## src/rtl/wdog_pkg.sv

```systemverilog
package wdog_pkg;
   localparam int unsigned DATA_W   = 32;
   localparam int unsigned CTRL_W   = 6;
   localparam logic [15:0] KICK_KEY = 16'h4755;
   localparam logic [31:0] POR_COUNT = 32'h03EF_1480;

   // word indices of the registers
   localparam int unsigned W_COUNT  = 0;
   localparam int unsigned W_RELOAD = 1;
   localparam int unsigned W_KICK   = 2;
   localparam int unsigned W_CTRL   = 3;

   // control word, bit 0 at the bottom
   typedef struct packed {
      logic full_chip;   // bit 5
      logic tick_slow;   // bit 4
      logic ext_en;      // bit 3
      logic irq_en;      // bit 2
      logic sys_en;      // bit 1
      logic enable;      // bit 0
   } ctrl_t;
endpackage

```

## src/rtl/wdog_prescaler.sv

```systemverilog
module wdog_prescaler #(
   parameter int unsigned DIV = 50
) (
   input  logic clk,
   input  logic rst_n,
   input  logic run_i,
   input  logic clear_i,
   output logic tick_o
);
   localparam int unsigned PW = (DIV > 1) ? $clog2(DIV) : 1;

   if (DIV < 1) begin : g_bad_div
      $error("wdog_prescaler: DIV must be at least 1");
   end

   if (DIV == 1) begin : g_pass
      assign tick_o = run_i;
   end else begin : g_div
      localparam logic [PW-1:0] LAST = PW'(DIV - 1);
      logic [PW-1:0] pcnt_q;

      always_ff @(posedge clk or negedge rst_n) begin
         if (!rst_n) begin
            pcnt_q <= '0;
         end else if (clear_i || !run_i) begin
            pcnt_q <= '0;
         end else if (pcnt_q == LAST) begin
            pcnt_q <= '0;
         end else begin
            pcnt_q <= pcnt_q + 1'b1;
         end
      end

      assign tick_o = run_i && (pcnt_q == LAST);
   end
endmodule

```

## src/rtl/wdog_core.sv

```systemverilog
module wdog_core #(
   parameter int unsigned CNT_W   = 32,
   parameter logic [CNT_W-1:0] POR_VAL = '0
) (
   input  logic             clk,
   input  logic             rst_n,
   input  logic             run_i,
   input  logic             step_i,
   input  logic             load_i,
   input  logic [CNT_W-1:0] load_val_i,
   input  logic             hold_i,
   input  logic             irq_en_i,
   input  logic             sys_en_i,
   input  logic             ext_en_i,
   input  logic             full_en_i,
   output logic [CNT_W-1:0] cnt_o,
   output logic             armed_o,
   output logic             quash_o,
   output logic             expire_o,
   output logic             irq_o,
   output logic             sysrst_o,
   output logic             extrst_o,
   output logic             fullchip_o
);
   logic [CNT_W-1:0] cnt_q;
   logic             armed_q;
   logic             at_zero;
   logic             expiry;
   logic             fire;

   assign at_zero = (cnt_q == '0);
   assign expiry  = run_i && armed_q && at_zero && !load_i;
   assign fire    = expiry && !hold_i;
   assign quash_o = expiry && hold_i;

   always_ff @(posedge clk or negedge rst_n) begin
      if (!rst_n) begin
         cnt_q   <= POR_VAL;
         armed_q <= 1'b0;
      end else if (load_i) begin
         cnt_q   <= load_val_i;
         armed_q <= 1'b1;
      end else if (expiry) begin
         armed_q <= 1'b0;
      end else if (run_i && armed_q && step_i && !at_zero) begin
         cnt_q   <= cnt_q - 1'b1;
      end
   end

   always_ff @(posedge clk or negedge rst_n) begin
      if (!rst_n) begin
         expire_o   <= 1'b0;
         irq_o      <= 1'b0;
         sysrst_o   <= 1'b0;
         extrst_o   <= 1'b0;
         fullchip_o <= 1'b0;
      end else begin
         expire_o   <= fire;
         irq_o      <= fire && irq_en_i;
         sysrst_o   <= fire && sys_en_i;
         extrst_o   <= fire && ext_en_i;
         fullchip_o <= fire && sys_en_i && full_en_i;
      end
   end

   assign cnt_o   = cnt_q;
   assign armed_o = armed_q;
endmodule

```

## src/rtl/wdog_regs.sv

```systemverilog
module wdog_regs
   import wdog_pkg::*;
#(
   parameter int unsigned ADDR_W = 5
) (
   input  logic              clk,
   input  logic              rst_n,
   input  logic              wr_i,
   input  logic [ADDR_W-1:0] addr_i,
   input  logic [DATA_W-1:0] wdata_i,
   input  logic [DATA_W-1:0] cnt_i,
   input  logic              quash_i,
   output logic [DATA_W-1:0] rdata_o,
   output logic [DATA_W-1:0] reload_o,
   output ctrl_t             ctrl_o,
   output logic              load_o
);
   localparam int unsigned WI_W = ADDR_W - 2;

   if (ADDR_W < 4) begin : g_bad_addr
      $error("wdog_regs: ADDR_W must reach the control word");
   end

   logic            aligned;
   logic [WI_W-1:0] widx;
   logic            hit_count, hit_reload, hit_kick, hit_ctrl;
   logic            kick, ctrl_wr, rise;
   ctrl_t           ctrl_q, ctrl_new;
   logic [DATA_W-1:0] reload_q;

   assign aligned    = (addr_i[1:0] == 2'b00);
   assign widx       = addr_i[ADDR_W-1:2];
   assign hit_count  = aligned && (widx == WI_W'(W_COUNT));
   assign hit_reload = aligned && (widx == WI_W'(W_RELOAD));
   assign hit_kick   = aligned && (widx == WI_W'(W_KICK));
   assign hit_ctrl   = aligned && (widx == WI_W'(W_CTRL));

   assign ctrl_new = ctrl_t'(wdata_i[CTRL_W-1:0]);
   assign kick     = wr_i && hit_kick && (wdata_i[15:0] == KICK_KEY);
   assign ctrl_wr  = wr_i && hit_ctrl;
   assign rise     = ctrl_wr && ctrl_new.enable && !ctrl_q.enable;
   assign load_o   = kick || rise;

   always_ff @(posedge clk or negedge rst_n) begin
      if (!rst_n) begin
         ctrl_q <= '0;
      end else if (ctrl_wr) begin
         ctrl_q <= ctrl_new;
      end else if (quash_i) begin
         ctrl_q <= '0;
      end
   end

   always_ff @(posedge clk or negedge rst_n) begin
      if (!rst_n) begin
         reload_q <= POR_COUNT;
      end else if (wr_i && hit_reload) begin
         reload_q <= wdata_i;
      end
   end

   always_comb begin
      rdata_o = '0;
      if (hit_count)  rdata_o = cnt_i;
      if (hit_reload) rdata_o = reload_q;
      if (hit_ctrl)   rdata_o = DATA_W'(ctrl_q);
   end

   assign reload_o = reload_q;
   assign ctrl_o   = ctrl_q;
endmodule

```

## src/rtl/tick_watchdog.sv

```systemverilog
module tick_watchdog
   import wdog_pkg::*;
#(
   parameter int unsigned ADDR_W  = 5,
   parameter int unsigned CLK_HZ  = 50_000_000,
   parameter int unsigned TICK_HZ = 1_000_000
) (
   input  logic              clk,
   input  logic              rst_n,
   input  logic              bus_wr,
   input  logic [ADDR_W-1:0] bus_addr,
   input  logic [31:0]       bus_wdata,
   output logic [31:0]       bus_rdata,
   input  logic              mem_hold,
   output logic              expire_o,
   output logic              irq_o,
   output logic              sysrst_o,
   output logic              extrst_o,
   output logic              fullchip_o
);
   localparam int unsigned DIV = (TICK_HZ == 0) ? 1 : CLK_HZ / TICK_HZ;

   if (TICK_HZ == 0 || CLK_HZ < TICK_HZ) begin : g_bad_rate
      $error("tick_watchdog: CLK_HZ must be at least TICK_HZ");
   end

   ctrl_t             ctrl;
   logic [DATA_W-1:0] reload_val;
   logic [DATA_W-1:0] cnt_q;
   logic              load, quash, armed_q, ptick, step;
   logic              en_q, sel_q;

   assign en_q  = ctrl.enable;
   assign sel_q = ctrl.tick_slow;
   assign step  = sel_q ? ptick : 1'b1;

   wdog_regs #(.ADDR_W(ADDR_W)) u_regs (
      .clk      (clk),
      .rst_n    (rst_n),
      .wr_i     (bus_wr),
      .addr_i   (bus_addr),
      .wdata_i  (bus_wdata),
      .cnt_i    (cnt_q),
      .quash_i  (quash),
      .rdata_o  (bus_rdata),
      .reload_o (reload_val),
      .ctrl_o   (ctrl),
      .load_o   (load)
   );

   wdog_prescaler #(.DIV(DIV)) u_presc (
      .clk     (clk),
      .rst_n   (rst_n),
      .run_i   (en_q && armed_q && sel_q),
      .clear_i (load),
      .tick_o  (ptick)
   );

   wdog_core #(.CNT_W(DATA_W), .POR_VAL(POR_COUNT)) u_core (
      .clk        (clk),
      .rst_n      (rst_n),
      .run_i      (en_q),
      .step_i     (step),
      .load_i     (load),
      .load_val_i (reload_val),
      .hold_i     (mem_hold),
      .irq_en_i   (ctrl.irq_en),
      .sys_en_i   (ctrl.sys_en),
      .ext_en_i   (ctrl.ext_en),
      .full_en_i  (ctrl.full_chip),
      .cnt_o      (cnt_q),
      .armed_o    (armed_q),
      .quash_o    (quash),
      .expire_o   (expire_o),
      .irq_o      (irq_o),
      .sysrst_o   (sysrst_o),
      .extrst_o   (extrst_o),
      .fullchip_o (fullchip_o)
   );
endmodule

```

## config.mk

```make
export PLATFORM = sky130hd
export DESIGN_NAME = tick_watchdog
export DESIGN_NICKNAME = d
export VERILOG_FILES = /design/src/rtl/wdog_pkg.sv /design/src/rtl/wdog_prescaler.sv /design/src/rtl/wdog_core.sv /design/src/rtl/wdog_regs.sv /design/src/rtl/tick_watchdog.sv
export SDC_FILE = /design/constraint.sdc
export NUM_CORES = 1
export LEC_CHECK = 0
export ABC_CLOCK_PERIOD_IN_PS = 3600
export CORE_UTILIZATION = 58
export DETAILED_ROUTE_END_ITERATION = 10
export PLACE_DENSITY_LB_ADDON = 0.3
export SLEW_MARGIN = 10
export SYNTH_ARGS = -nofsm -noshare
export SYNTH_HDL_FRONTEND = slang
export SYNTH_HIERARCHICAL = 1
export SYNTH_SLANG_ARGS = --single-unit
```

## constraint.sdc

```tcl
create_clock -name clk -period 3.6 [get_ports clk]
set_input_delay 0.36 -clock clk [delete_from_list [all_inputs] [get_ports clk]]
set_output_delay 0.36 -clock clk [all_outputs]
set_load 0.03 [all_outputs]
```

==> summary.md <==
| Metric | Value |
|---|---|
| Status | `finished clean` |
| Max Cap Viol | `0` |
| Die width | `~91 microns` |
| Critical Path AT | `2750 ps` |
| Remaining Overflow, GRT | `0` |
| Die H | `approximately 90 microns` |
| Row count | `32` |
| DPL Wire Length | `~7700 microns` |
| Clk pwr share | `0.319` |
| Worst-Skew Late Latency | `360 ps` |
| Vias in the first global route | `around 3800` |
| Adder-cell area share of the yosys netlist | `0.00809` |
| Bufs on Longest Clock Path | `2` |
| Final Instance Count excl. Fillers | `~620` |
| Slew margin rel. | `0.319` |
| Routing usage on met3 | `0.0369` |
| DRT iter0 DRCs | `about 320` |
| Layout fillers | `approximately 550` |
| Min-Delay Path Class | `in -> async` |
| FMAX | `about 320 MHz` |
| Port bufs | `between 70 and 80` |
| R2r startpoint | `u_core/cnt_o[6]` |
| Yosys cell types | `68` |
| Synth warnings | `6` |
| Synthesized Nets | `a little under 500` |
| Drt drc | `0` |
| Xor/xnor cell area share of the yosys netlist | `0.00944` |
| GPL Wtd Cong | `a little under 0.8` |
| Syn avg cell area | `~11 sq um` |
| Largest net degree at the start of global routing | `slightly above 80` |
| Final Hold Slack | `approximately 170 ps` |
| Clock Skews | `slightly below 9 ps` |
| Total placed cells including tap cells | `606` |
| Slew Viols, Final | `0` |
| Core area | `just under 8000 sq um` |
| CTS root buf | `clkbuf_8` |
| Final hold violations | `0` |
| Register clock-pin slew on the reported worst setup and hold paths | `about 80 ps` |
| Wire length per cell | `between 15 and 20 microns` |
| Worst-path maximum fanout | `17` |
| Compound-gate portion of the synthesized area | `0.186` |
| Register bit total from synthesis | `~80` |
| Detailed Route WL | `around 11000 microns` |
| Post-cts sizing count | `0` |
| Register area | `approximately 2100 sq um` |
| CTS tree | `yes` |
| RSZ-0062 raised after global routing | `false` |
| Busiest grt layer | `met2` |
| GRT met2 Usage | `0.460` |
| Crit start category | `input pin` |
| Layout cell share with drive strength beyond 1 | `0.252` |
| Total track usage | `0.286` |
| DR pass1 iterations | `5` |
| Via Count | `~3900` |
| VDD IR max | `0.258 mV` |
| Ant diodes | `0` |
| Multiplexer share of the synthesized area | `0.0874` |
| Main combinational cell family by area after synthesis | `simple AND/OR/NAND/NOR gates` |
| Area delta synth->final | `23.4%` |
| Power per cell area | `about 460 nW/um^2` |
| Depth of the CTS H-tree | `3` |
| Int Power | `1860 uW` |
| Vias per inst | `6.32` |
| Worst reg2reg path depth | `6` |
| Logic pwr share | `0.178` |
| Worst r2r dst | `u_core/cnt_o[9]` |
| Sw Ratio | `0.284` |
| Antenna violations before repair | `0` |
| Tightest Pin Transition | `1020 ps` |
| Sequential area share after synthesis | `0.449` |
| Nets@finish | `roughly 560` |
| # setup viols final | `0` |
| Routed Antenna Nets | `0` |
| Post-synth EDFFs | `0` |
| Crit path capture type | `output port` |
| Post CTS Setup Buffer Count | `0` |
| Tcrit/Tclk final | `0.865` |
| Syn Inst Count | `~440` |
| Most frequent cells in the layout | `76 x clkdlybuf4s50_1, 58 x dfrtp_1, 32 x nor2_1, 32 x mux2_2, 26 x nand2_1` |
| Synthesized cell area | `4640 sq um` |
| Initial Util | `0.600` |
| Net Sw Power | `~740 uW` |
| Tmin final | `slightly above 3000 ps` |
| CTS Sinks | `82` |
| Num CTS Buffers | `9` |
| Global-route wire length before repair | `around 19000 microns` |
| Die area | `about 8400 sq um` |
| Leakage | `0.00226 uW` |
| Share of synthesized registers carrying an async set or reset | `1.00` |
| # IOs | `78` |
| Area of the multi-input gates | `roughly 2300 sq um` |
| Most common cell after layout, fill and taps aside | `clkdlybuf4s50_1` |
| GR Util met1 | `0.396` |
| Hold Buf Count CTS | `0` |
| Worst Path Required | `~3200 ps` |
| Setup TNS | `0 ps` |
| Top FF cell, synth | `dfrtp_1` |
| Flop pwr share | `0.504` |
| Flop2flop setup slack | `840 ps` |
| Post-Synth Simple-Gate Area | `0.215` |
| Worst Setup Path Type | `in -> out` |
## sequential cells by signal, indices dropped and copies added, names as in the netlist
| name | count |
|---|---|
| u_presc/g_div.pcnt_q | 6 |
| u_regs/reload_o | 32 |
| u_core/cnt_o | 32 |
| u_regs/ctrl_o | 6 |
| u_core/extrst_o | 1 |
| u_core/expire_o | 1 |
| u_core/armed_o | 1 |
| u_core/irq_o | 1 |
| u_core/fullchip_o | 1 |
| u_core/sysrst_o | 1 |
## per-layer routing
layer / share of wire / wire, microns
met5: 0 / 0
met4: 0.015 / 171
met3: 0.060 / 685
met2: 0.49 / 5600
met1: 0.43 / 4960
## Yosys cell counts (all sizes together) (3+ instances only)
master,instances,area share
a21o,6,0.0097
a21oi,7,0.0084
a221oi,6,0.011
a22o,26,0.056
a31oi,17,0.023
and2,7,0.0094
and3,5,0.0070
buf,12,0.023
clkbuf,12,0.012
dfrtp,58,0.31
dfstp,24,0.14
ha,3,0.0081
inv,14,0.011
mux2,33,0.081
mux2i,3,0.0065
nand2,26,0.021
nand2b,8,0.011
nand3,25,0.028
nand4,4,0.0054
nand4b,3,0.0057
nor2,32,0.026
nor2b,4,0.0054
nor3,10,0.014
nor4,6,0.015
o211ai,6,0.0097
o21ai,17,0.018
o311ai,3,0.0057
o31ai,5,0.0081
o41ai,3,0.0097
or2,3,0.0040
or3,11,0.016
or4,13,0.023
xnor2,4,0.0076
## power by group through the flow
stage	Combinational, uW	Clock, uW	Sequential [uW]
after floorplan	318	0	1260
after global placement	432	0	1320
after detailed placement	458	0	1320
after CTS	461	839	1310
after global routing	511	872	1340
final	462	830	1310
## logic make-up after synthesis
| group | after synthesis |
|---|---|
| adders and majority gates | 3 |
| AOI/OAI and AO/OA | 106 |
| buffers and inverters | 38 |
| muxes | 36 |
| and+or+nand+nor | 169 |
| xor gates and xnor gates | 5 |
| DFF | 82 |
## worst max-delay path by stage
stage / startpoint / endpoint / slack [ps] / cells after the start
after global routing: bus_addr[1] / bus_rdata[17] / 380 / 6
after floorplan: u_core/cnt_o[6] / u_core/cnt_o[10] / 1200 / 5
final: bus_addr[1] / bus_rdata[31] / 490 / 6
after CTS: bus_addr[1] / bus_rdata[31] / 510 / 6
after detailed placement: bus_addr[1] / bus_rdata[31] / 520 / 6
after global placement: bus_addr[1] / bus_rdata[17] / 560 / 6
## metrics by stage
step / setup WS (ps) / instance area, sq um / power, uW / utilization
after detailed placement: 517 / 5470 / 1780 / 0.708
final: 487 / 5720 / 2600 / 0.741
after CTS: 508 / 5720 / 2610 / 0.741
after floorplan: 1200 / 4640 / 1580 / -
after global routing: 384 / 5720 / 2720 / 0.741
after global placement: 557 / 5470 / 1750 / 0.708
## layout make-up
cell class	instances	share of cell area
Clock inverter	4	0.0171
Inverter	14	0.00918
Tap cell	102	0.0223
Sequential cell	82	0.364
Multi-Input combinational cell	319	0.411
Timing Repair Buffer	89	0.150
Clock buffer	12	0.0271
## worst max-delay path, cell delays in order
cell and delay, ps:
clkdlybuf4s50_1 500, nor4_4 560, and2b_1 240, buf_4 240
a22o_2 180, clkdlybuf4s50_1 660
Note: power is estimated with default switching activity, not from simulation.
